`config.mk`:
```
export PLATFORM = sky130hd
export DESIGN_NAME = pci_lat_guard
export DESIGN_NICKNAME = d
export VERILOG_FILES = /design/src/rtl/pci_lg_pkg.sv /design/src/rtl/lg_budget.sv /design/src/rtl/lg_fsm.sv /design/src/rtl/lg_flags.sv /design/src/rtl/pci_lat_guard.sv
export SDC_FILE = /design/constraint.sdc
export NUM_CORES = 1
export LEC_CHECK = 0
export ABC_AREA = 1
export BUFFER_PORTS_ARGS = -buffer_cell sky130_fd_sc_hd__buf_4
export CORE_ASPECT_RATIO = 0.9
export CORE_MARGIN = 2
export CORE_UTILIZATION = 39
export CTS_CLUSTER_DIAMETER = 40
export DETAILED_ROUTE_END_ITERATION = 8
export RECOVER_POWER = 50
export SYNTH_ARGS = -nofsm -noshare
export SYNTH_HDL_FRONTEND = slang
export SYNTH_SLANG_ARGS = --single-unit
```
`constraint.sdc`:
```
create_clock -name clk -period 1.3 [get_ports clk]
set_clock_uncertainty 0.15 [all_clocks]
set_input_delay 0.13 -clock clk [delete_from_list [all_inputs] [get_ports clk]]
set_output_delay 0.13 -clock clk [all_outputs]
set_load 0.01 [all_outputs]
```
`src/rtl/pci_lg_pkg.sv`:
```
package pci_lg_pkg;

  typedef enum logic [1:0] {
    LG_IDLE  = 2'd0,
    LG_WAIT  = 2'd1,
    LG_DATA  = 2'd2,
    LG_RETRY = 2'd3
  } lg_state_e;

  // Budget in clocks chosen by the strap.
  function automatic int unsigned budget_of(input logic snoop,
                                            input int unsigned base_clks,
                                            input int unsigned snoop_clks);
    return snoop ? snoop_clks : base_clks;
  endfunction

  // Bus is idle when neither FRAME# nor IRDY# is asserted.
  function automatic logic bus_is_idle(input logic frame_n, input logic irdy_n);
    return frame_n & irdy_n;
  endfunction

endpackage

```
`src/rtl/lg_budget.sv`:
```
module lg_budget #(
  parameter int unsigned BASE_LIMIT  = 16,
  parameter int unsigned SNOOP_LIMIT = 32,
  parameter int unsigned CW          = $clog2(SNOOP_LIMIT + 1)
) (
  input  logic          clk,
  input  logic          rst_n,
  input  logic          in_idle,
  input  logic          start,
  input  logic          advance,
  input  logic          snoop_mode,
  output logic [CW-1:0] cnt,
  output logic [CW-1:0] limit,
  output logic          at_limit
);
  import pci_lg_pkg::*;

  localparam logic [CW-1:0] ONE = CW'(1);

  logic [CW-1:0] cnt_q;
  logic [CW-1:0] limit_q;
  logic [CW-1:0] limit_sel;

  assign limit_sel = CW'(budget_of(snoop_mode, BASE_LIMIT, SNOOP_LIMIT));

  // The strap is taken only while idle; the start edge is an idle edge.
  always_ff @(posedge clk or negedge rst_n) begin
    if (!rst_n)       limit_q <= CW'(BASE_LIMIT);
    else if (in_idle) limit_q <= limit_sel;
  end

  always_ff @(posedge clk or negedge rst_n) begin
    if (!rst_n)       cnt_q <= '0;
    else if (start)   cnt_q <= ONE;
    else if (advance) cnt_q <= cnt_q + ONE;
    else if (in_idle) cnt_q <= '0;
  end

  assign cnt      = cnt_q;
  assign limit    = limit_q;
  assign at_limit = (cnt_q == limit_q);

  // count never passes the latched budget
  p_cnt_bound_r4: assert property (@(posedge clk) disable iff (!rst_n)
    cnt_q <= limit_q);

  // budget only moves on idle edges
  p_limit_hold_r7: assert property (@(posedge clk) disable iff (!rst_n)
    !in_idle |=> $stable(limit_q));

  // a new transaction restarts at clock 1
  p_fresh_start_r8: assert property (@(posedge clk) disable iff (!rst_n)
    start |=> (cnt_q == ONE));

endmodule

```
`src/rtl/lg_fsm.sv`:
```
module lg_fsm (
  input  logic                  clk,
  input  logic                  rst_n,
  input  logic                  frame_n,
  input  logic                  irdy_n,
  input  logic                  hit,
  input  logic                  be_ready,
  input  logic                  at_limit,
  output pci_lg_pkg::lg_state_e state,
  output logic                  in_idle,
  output logic                  start,
  output logic                  advance,
  output logic                  retry_evt,
  output logic                  first_done,
  output logic                  trdy_n,
  output logic                  stop_n
);
  import pci_lg_pkg::*;

  lg_state_e st_q, st_d;
  logic      idle_bus;
  logic      in_wait;
  logic      live_wait;

  assign idle_bus  = bus_is_idle(frame_n, irdy_n);
  assign in_idle   = (st_q == LG_IDLE);
  assign in_wait   = (st_q == LG_WAIT);
  assign live_wait = in_wait & ~idle_bus;

  // Named internal events
  assign start      = in_idle & ~frame_n & hit;
  assign first_done = live_wait & be_ready;
  assign retry_evt  = live_wait & ~be_ready & at_limit;
  assign advance    = live_wait & ~be_ready & ~at_limit;

  always_comb begin
    st_d = st_q;
    unique case (st_q)
      LG_IDLE:  if (start) st_d = LG_WAIT;
      LG_WAIT: begin
        if (idle_bus)        st_d = LG_IDLE;
        else if (be_ready)   st_d = LG_DATA;
        else if (at_limit)   st_d = LG_RETRY;
      end
      LG_DATA:  if (idle_bus) st_d = LG_IDLE;
      LG_RETRY: if (frame_n)  st_d = LG_IDLE;
      default:  st_d = LG_IDLE;
    endcase
  end

  always_ff @(posedge clk or negedge rst_n) begin
    if (!rst_n) st_q <= LG_IDLE;
    else        st_q <= st_d;
  end

  assign state  = st_q;
  assign trdy_n = ~(((st_q == LG_WAIT) | (st_q == LG_DATA)) & be_ready);
  assign stop_n = ~((st_q == LG_RETRY) | retry_evt);

  // TRDY# and STOP# never asserted together
  p_one_term_r3: assert property (@(posedge clk) disable iff (!rst_n)
    !(~trdy_n & ~stop_n));

  // STOP# persists while FRAME# is still asserted
  p_stop_hold_r6: assert property (@(posedge clk) disable iff (!rst_n)
    (~stop_n & ~frame_n) |=> ~stop_n);

  // once FRAME# is seen high during Retry, idle follows
  p_retry_exit_r6: assert property (@(posedge clk) disable iff (!rst_n)
    ((st_q == LG_RETRY) & frame_n) |=> (st_q == LG_IDLE));

  // later data phases never lead to STOP#
  p_no_late_stop_r9: assert property (@(posedge clk) disable iff (!rst_n)
    (st_q == LG_DATA) |-> stop_n);

  // no transaction without a decode hit
  p_need_hit_r2: assert property (@(posedge clk) disable iff (!rst_n)
    (in_idle & ~hit) |=> (st_q == LG_IDLE));

endmodule

```
`src/rtl/lg_flags.sv`:
```
module lg_flags (
  input  logic clk,
  input  logic rst_n,
  input  logic retry_evt,
  input  logic first_done,
  input  logic sts_clr,
  output logic sts,
  output logic retried
);

  logic sts_q;
  logic retried_q;

  // Set has priority over the write-one clear.
  always_ff @(posedge clk or negedge rst_n) begin
    if (!rst_n)         sts_q <= 1'b0;
    else if (retry_evt) sts_q <= 1'b1;
    else if (sts_clr)   sts_q <= 1'b0;
  end

  always_ff @(posedge clk or negedge rst_n) begin
    if (!rst_n)          retried_q <= 1'b0;
    else if (retry_evt)  retried_q <= 1'b1;
    else if (first_done) retried_q <= 1'b0;
  end

  assign sts     = sts_q;
  assign retried = retried_q;

  // timeout always leaves the sticky bit set
  p_sts_set_r10: assert property (@(posedge clk) disable iff (!rst_n)
    retry_evt |=> sts_q);

  // without a clear the bit does not fall
  p_sts_keep_r10: assert property (@(posedge clk) disable iff (!rst_n)
    (sts_q & ~sts_clr) |=> sts_q);

  // completing a first phase drops the retried flag
  p_retried_drop_r11: assert property (@(posedge clk) disable iff (!rst_n)
    first_done |=> ~retried_q);

endmodule

```
`src/rtl/pci_lat_guard.sv`:
```
module pci_lat_guard #(
  parameter int unsigned BASE_LIMIT  = 16,
  parameter int unsigned SNOOP_LIMIT = 32
) (
  input  logic clk,
  input  logic rst_n,
  input  logic frame_n,
  input  logic irdy_n,
  input  logic hit,
  input  logic be_ready,
  input  logic snoop_mode,
  input  logic sts_clr,
  output logic trdy_n,
  output logic stop_n,
  output logic retry_pulse,
  output logic lat_timeout_sts,
  output logic req_retried
);
  import pci_lg_pkg::*;

  localparam int unsigned CW = $clog2(SNOOP_LIMIT + 1);

  lg_state_e     state;
  logic          in_idle;
  logic          start;
  logic          advance;
  logic          retry_evt;
  logic          first_done;
  logic          at_limit;
  logic [CW-1:0] cnt;
  logic [CW-1:0] limit;

  lg_budget #(
    .BASE_LIMIT (BASE_LIMIT),
    .SNOOP_LIMIT(SNOOP_LIMIT),
    .CW         (CW)
  ) u_budget (
    .clk       (clk),
    .rst_n     (rst_n),
    .in_idle   (in_idle),
    .start     (start),
    .advance   (advance),
    .snoop_mode(snoop_mode),
    .cnt       (cnt),
    .limit     (limit),
    .at_limit  (at_limit)
  );

  lg_fsm u_fsm (
    .clk       (clk),
    .rst_n     (rst_n),
    .frame_n   (frame_n),
    .irdy_n    (irdy_n),
    .hit       (hit),
    .be_ready  (be_ready),
    .at_limit  (at_limit),
    .state     (state),
    .in_idle   (in_idle),
    .start     (start),
    .advance   (advance),
    .retry_evt (retry_evt),
    .first_done(first_done),
    .trdy_n    (trdy_n),
    .stop_n    (stop_n)
  );

  lg_flags u_flags (
    .clk       (clk),
    .rst_n     (rst_n),
    .retry_evt (retry_evt),
    .first_done(first_done),
    .sts_clr   (sts_clr),
    .sts       (lat_timeout_sts),
    .retried   (req_retried)
  );

  assign retry_pulse = retry_evt;

  // a Retry only fires at the latched budget
  p_retry_at_limit_r5: assert property (@(posedge clk) disable iff (!rst_n)
    retry_evt |-> (cnt == limit));

  // waiting state is left when the bus idles
  p_abort_idle_r12: assert property (@(posedge clk) disable iff (!rst_n)
    ((state == LG_WAIT) & frame_n & irdy_n) |=> (state == LG_IDLE));

endmodule

```
# Word level (Yosys, flattened, before mapping)
# Index checks and enable logic that the tools add are counted.
[totals]
regBits = 16
latchBits = 0
mem_bits_rw = 0
mem_bits_ro = 0
inputBits = 8
output_inout_bits = 5
word_cells = 51
memories = 0
[classes]
add_sub_neg = 1
multipliers = 0
div_mod_pow = 0
n_lt_le_gt_ge = 0
n_eq_ne = 8
shifts = 0
n_mux = 15
bitwise_logic = 17
n_reduce_logical = 5
[ops]
columns = ["op", "count"]
rows = [
  ["$mux 6", 4],
  ["$mux 2", 6],
  ["$and 1x1->1", 9],
  ["$pmux 2 s4", 1],
  ["$add 6x1->6 const B", 1],
  ["$eq 6x6->1", 1],
  ["$not 1->1", 6],
  ["$eq 2x2->1 const B", 2],
  ["$mux 1", 4],
  ["$ne 2x2->1 const B", 2],
  ["$ne 4x2->1 const B", 1],
  ["$reduce_and 4->1", 1],
  ["$reduce_bool 2->1", 2],
  ["$reduce_bool 3->1", 1],
  ["$eq 2x1->1 const B", 1],
  ["$logic_not 2->1", 1],
  ["$ne 2x1->1 const B", 1],
  ["$or 1x1->1", 2],
]

# Logic depth before layout (Yosys ltp)
[logic_depth]
depth_word = 7
depth_mapped = 9
mapped_depth_nobuf = 9

# By module
# A second synthesis with hierarchy kept.
[hier_totals]
hier_cells = 118
hier_area_um2 = 839.6
[by_module_without_submodules]
columns = ["module", "n_inst", "cells_per_inst", "area_per_inst_um2", "seq_area_each_um2"]
rows = [
  ["lg_budget", 1, 64, 483.0, 201.4],
  ["lg_fsm", 1, 45, 280.3, 50.0],
  ["lg_flags", 1, 9, 76.3, 50.0],
]

# Worst setup path after synthesis
# Ideal clock, no wire load.
[synth_path]
path_kind = "register to register"
startpoint = "register u_fsm.st_q[0] (netlist: u_fsm.state[0])"
endpoint = "register u_fsm.st_q[1] (netlist: u_fsm.state[1])"
setup_ns = 0.117
arrival_time_ns = 1.224
required_ns = 1.033
setup_slack_ns = -0.191
stages_incl_launch_ff = 8
n_path_buf = 0
period_less_slack_ns = 1.491
cell_sequence = "dfrtp_1 -> inv_1 -> ha_1 -> nand3_1 -> a21oi_2 -> nand2_2 -> nand2_1 -> nand2_1"
[synth_via]
elab_chain_cells = 5
word_cells_on_any_way = 12
cone_classes = "eq/ne (7); mux (1); bitwise (2); reduce/logical (2)"
[synth_rtl]
columns = ["element", "line_no", "source"]
rows = [
  ["from (decl)", "lg_fsm.sv:20", "lg_state_e st_q, st_d;"],
  ["from (signal assigned)", "lg_fsm.sv:53", "else st_q <= st_d;"],
  ["$logic_not 2->1", "lg_fsm.sv:26, lg_fsm.sv:38", ""],
  ["$and 1x1->1 (2 in series)", "lg_fsm.sv:31", "assign start = in_idle & ~frame_n & hit;"],
  ["$ne 2x2->1 (no line)", "n/a", ""],
  ["$reduce_and 4->1 (no line)", "n/a", ""],
]
# Several ways; a longest one is shown, not always the timed one.
# A chain may end at the register's enable or synchronous reset.

# Final worst setup path
[layout_path]
startpoint = "register u_budget.limit_q[4] (netlist: u_budget.limit[4])"
endpoint = "output port stop_n"
[layout_via]
elab_chain_cells = 4
[layout_rtl]
columns = ["element", "line_no", "source"]
rows = [
  ["from (decl)", "lg_budget.sv:21", "logic [CW-1:0] limit_q;"],
  ["from (signal assigned)", "lg_budget.sv:28", "if (!rst_n) limit_q <= CW'(BASE_LIMIT);"],
  ["from (signal assigned)", "lg_budget.sv:29", "else if (in_idle) limit_q <= limit_sel;"],
  ["$eq 6x6->1", "lg_budget.sv:41", "assign at_limit = (cnt_q == limit_q);"],
  ["$and 1x1->1", "lg_fsm.sv:33", "assign retry_evt = live_wait & ~be_ready & at_limit;"],
  ["$or 1x1->1", "lg_fsm.sv:58", "assign stop_n = ~((st_q == LG_RETRY) | retry_evt);"],
  ["$not 1->1", "lg_fsm.sv:58", ""],
  ["to (decl)", "pci_lat_guard.sv:14", "output logic stop_n,"],
]
# Every way passes these cells.

==> reports/results.ini <==
[status]
status = complete, but fails checks
violations = setup timing

[clock_network]
root_buffer = clkbuf_4
cts_buffer_depth = 2
tritoncts = done
htree_levels = 1
numCtsBuffers = 3
worstSkewPairLatency_ns = 0.27
clock_sinks = 12
clk_pin_slew_worst_paths_ns = 0.07

[setup_path]
cpLargestDelayFamily = flip-flops
cp-endpoint = stop_n
worstPathBufferInverterCount = 2
rr_endpoint = u_fsm.state[1]
r2r_slack_ns = -0.34
crit_cells = 6
cp_slowest_cell = dfstp_2
critPathLaunch = u_budget.limit[4]
cp_data_required_time_ns = 1.02
worst-r2r-cell-count = 11
r2r_start = u_budget.cnt[1]
start_kind = flop
cp_cell_sequence = xnor2_2 > and2_4 > nand3_4 > nand2_2 > inv_2 > buf_6
path_max_fanout = 4
cpPeakStageDelay_ns = 0.57
criticalPathCategory = flop to output port
crit_arrival_ns = 1.45
cp-end-kind = output port

[sta]
rsz0062_at_grt = yes
relSlewSlack = 0.5441
layout_min_cycle_time_ns = 1.733
postLayoutSetupSlackWorst_ns = -0.4331
hold_violations = 0
fmax_mhz = 577.0
tns_ns = -3.476
setup_viol = 13
fin_crit_sh = 1.333
drv_slew = 0
tightestPinTransition_ns = 0.6839

[synth]
yosys.area_share.adder = 0.09479
yosys.area_share.simple = 0.3223
syn_nets = 114
synth_flop_cell = dfrtp_1
synth_cell_types = 25
synth_compound_area_frac = 0.08373
ys_seq_elements = 12
yosysMostFrequentCell = nand2_1
netlist_top_cells_area = dfrtp_1 35%, nand2_1 13%, ha_1 9.5%, nand3_1 8.2%, inv_1 8.1%
synth_xor_area_frac = 0.03318
netlist_area_um2 = 792.0
synthMuxAreaShare = 0
synth_top_family_by_area = simple AND/OR/NAND/NOR gates
synth_edf_count = 0
yosysWarnings = 0
synthArstFlopShare = 1.000
seq_area_frac_synth = 0.3807
netlist_instances = 100
syn_avg_cell_area_um2 = 7.920
yosys.area.top_type = dfrtp_1
yosysTopAreaCellShare = 0.3476
netlist_top_cells_count = 27 x nand2_1, 17 x inv_1, 13 x nand3_1

[job]
max_cap_viol_count = 0

[power]
power_mw = 2.433
peakVddDrop_mv = 1.198
powerDensity_nw_per_um2 = 1895
power.leakage_nw = 0.6572

[floorplanning]
die_width_um = 51.50
start_util = 0.4137
ioPinCount = 13
dieArea_um2 = 2408
fp.coreArea_um2 = 1914
die_h_um = 46.75
rows = 15

[placement]
dp_slack_ns = -0.2147
gp_congestion = 0.7612
port-buffer-count = 12
dp_hpwl_mm = 1.315

[hold_path]
hold_class = input port to flop

[grt]
grt_max_degree = 13
grt_pass1_vias = 694
grt_pass1_wl_mm = 2.973
grt-ovfl-total = 0
track_usage = 0.1687
antenna_found_initial = 0

[route]
postRouteAntennaNets = 0
finalWirelength_mm = 1.806
drtIter0Drc = 9
wl_per_cell_um = 10.75
viasPerCell = 4.524
drcViolationCount = 0
dr.pass1.iters = 4
vias = 760

[layout]
nets = 158
utilization = 0.6706
fill_cells = 165
diodes = 0
area_growth_pct = 62.09
drive_gt1_frac = 0.4755

==> how the worst min path moves through the flow <==
stage | startpoint | to | slack (ns) | depth (start not counted)
floorplan | rst_n | u_budget.cnt[0] | -0.32 | 0
global placement | rst_n | u_budget.limit[5] | -0.17 | 1
detailed placement | rst_n | u_budget.limit[5] | -0.17 | 1
CTS | be_ready | u_flags.retried | 0.04 | 4
global route | be_ready | u_flags.sts | 0.06 | 4
finish | be_ready | u_flags.retried | 0.04 | 4
==> report_power, final <==
group	switching, mW	internal (mW)
sequential	0.0881	0.498
clock	0.122	0.170
combinational	0.761	0.793
total	0.972	1.46
==> per-stage QoR <==
| step | instance area, µm² | instances | hold slack [ns] |
|---|---|---|---|
| after detailed placement | 1064 | 155 | -0.1683 |
| after floorplan | 807.0 | 100 | -0.3156 |
| final | 1284 | 168 | 0.04409 |
| after global routing | 1284 | 168 | 0.06469 |
| after global placement | 1064 | 155 | -0.1687 |
| after CTS | 1239 | 166 | 0.03767 |
==> cells by family after synthesis <==
kind of cell / Yosys count
buffers and inverters: 18
XOR/XNOR: 3
adder cells (fa/ha/maj): 6
flip-flops: 12
AND/OR/NAND/NOR: 50
AO/OA/AOI/OAI: 11
==> cell usage in the layout, fill, tap and decap left out <==
master,instances
nand2_4,4
o21ai_2,1
nor2_1,1
a21oi_2,1
o21ai_0,3
inv_2,7
buf_4,27
nand3_4,1
nand3b_1,1
buf_6,7
o21a_1,1
nand4_1,1
xor2_1,2
o21ai_1,3
clkbuf_8,1
and2_4,1
nor2_4,2
clkbuf_4,3
o21bai_1,1
xnor2_2,1
dfrtp_2,1
o31ai_1,1
nor2_8,1
dfrtp_1,10
nand3_2,2
dlygate4sd3_1,3
ha_1,3
inv_1,11
dfstp_2,1
nand3_1,11
nand2_2,4
ha_4,3
clkbuf_1,1
nand2_1,22
==> registers in the layout, indices dropped and copies added, names as in the netlist <==
signal / count
u_fsm.state: 2
u_budget.limit: 2
u_flags.retried: 1
u_budget.cnt: 6
u_flags.sts: 1
==> what timing repair did <==
item                       4_1_cts  5_1_grt
gates resized for setup         22        8
pin swaps                        7        5
buffers inserted                 4        3
hold endpoints to repair        15        0
setup endpoints to repair       15       15
hold buffers                     3        0
gates cloned                     1        0
==> layout make-up <==
class,instances,area [µm²],area share
well taps,25,31.28,0.02437
multi-input cells,71,530.5,0.4133
repair buffers,38,315.3,0.2456
flip-flops and latches,12,302.8,0.2359
clock buffers,4,36.28,0.02827
inverters,18,67.56,0.05263
==> metal layers <==
| layer | share of wire | vias to the layer above | track usage |
|---|---|---|---|
| li1 | - | 405 | - |
| met1 | 0.49 | 342 | 0.2103 |
| met2 | 0.47 | 10 | 0.2923 |
| met3 | 0.038 | 3 | 0.05732 |
| met4 | 0.0055 | 0 | 0.03158 |
| met5 | 0 | - | 0 |
==> worst min-delay path: stages <==
cell	delay, ns
buf_4	0.14
inv_1	0.04
o21ai_0	0.07
nand2_1	0.06
(Power assumes the default switching activity.)
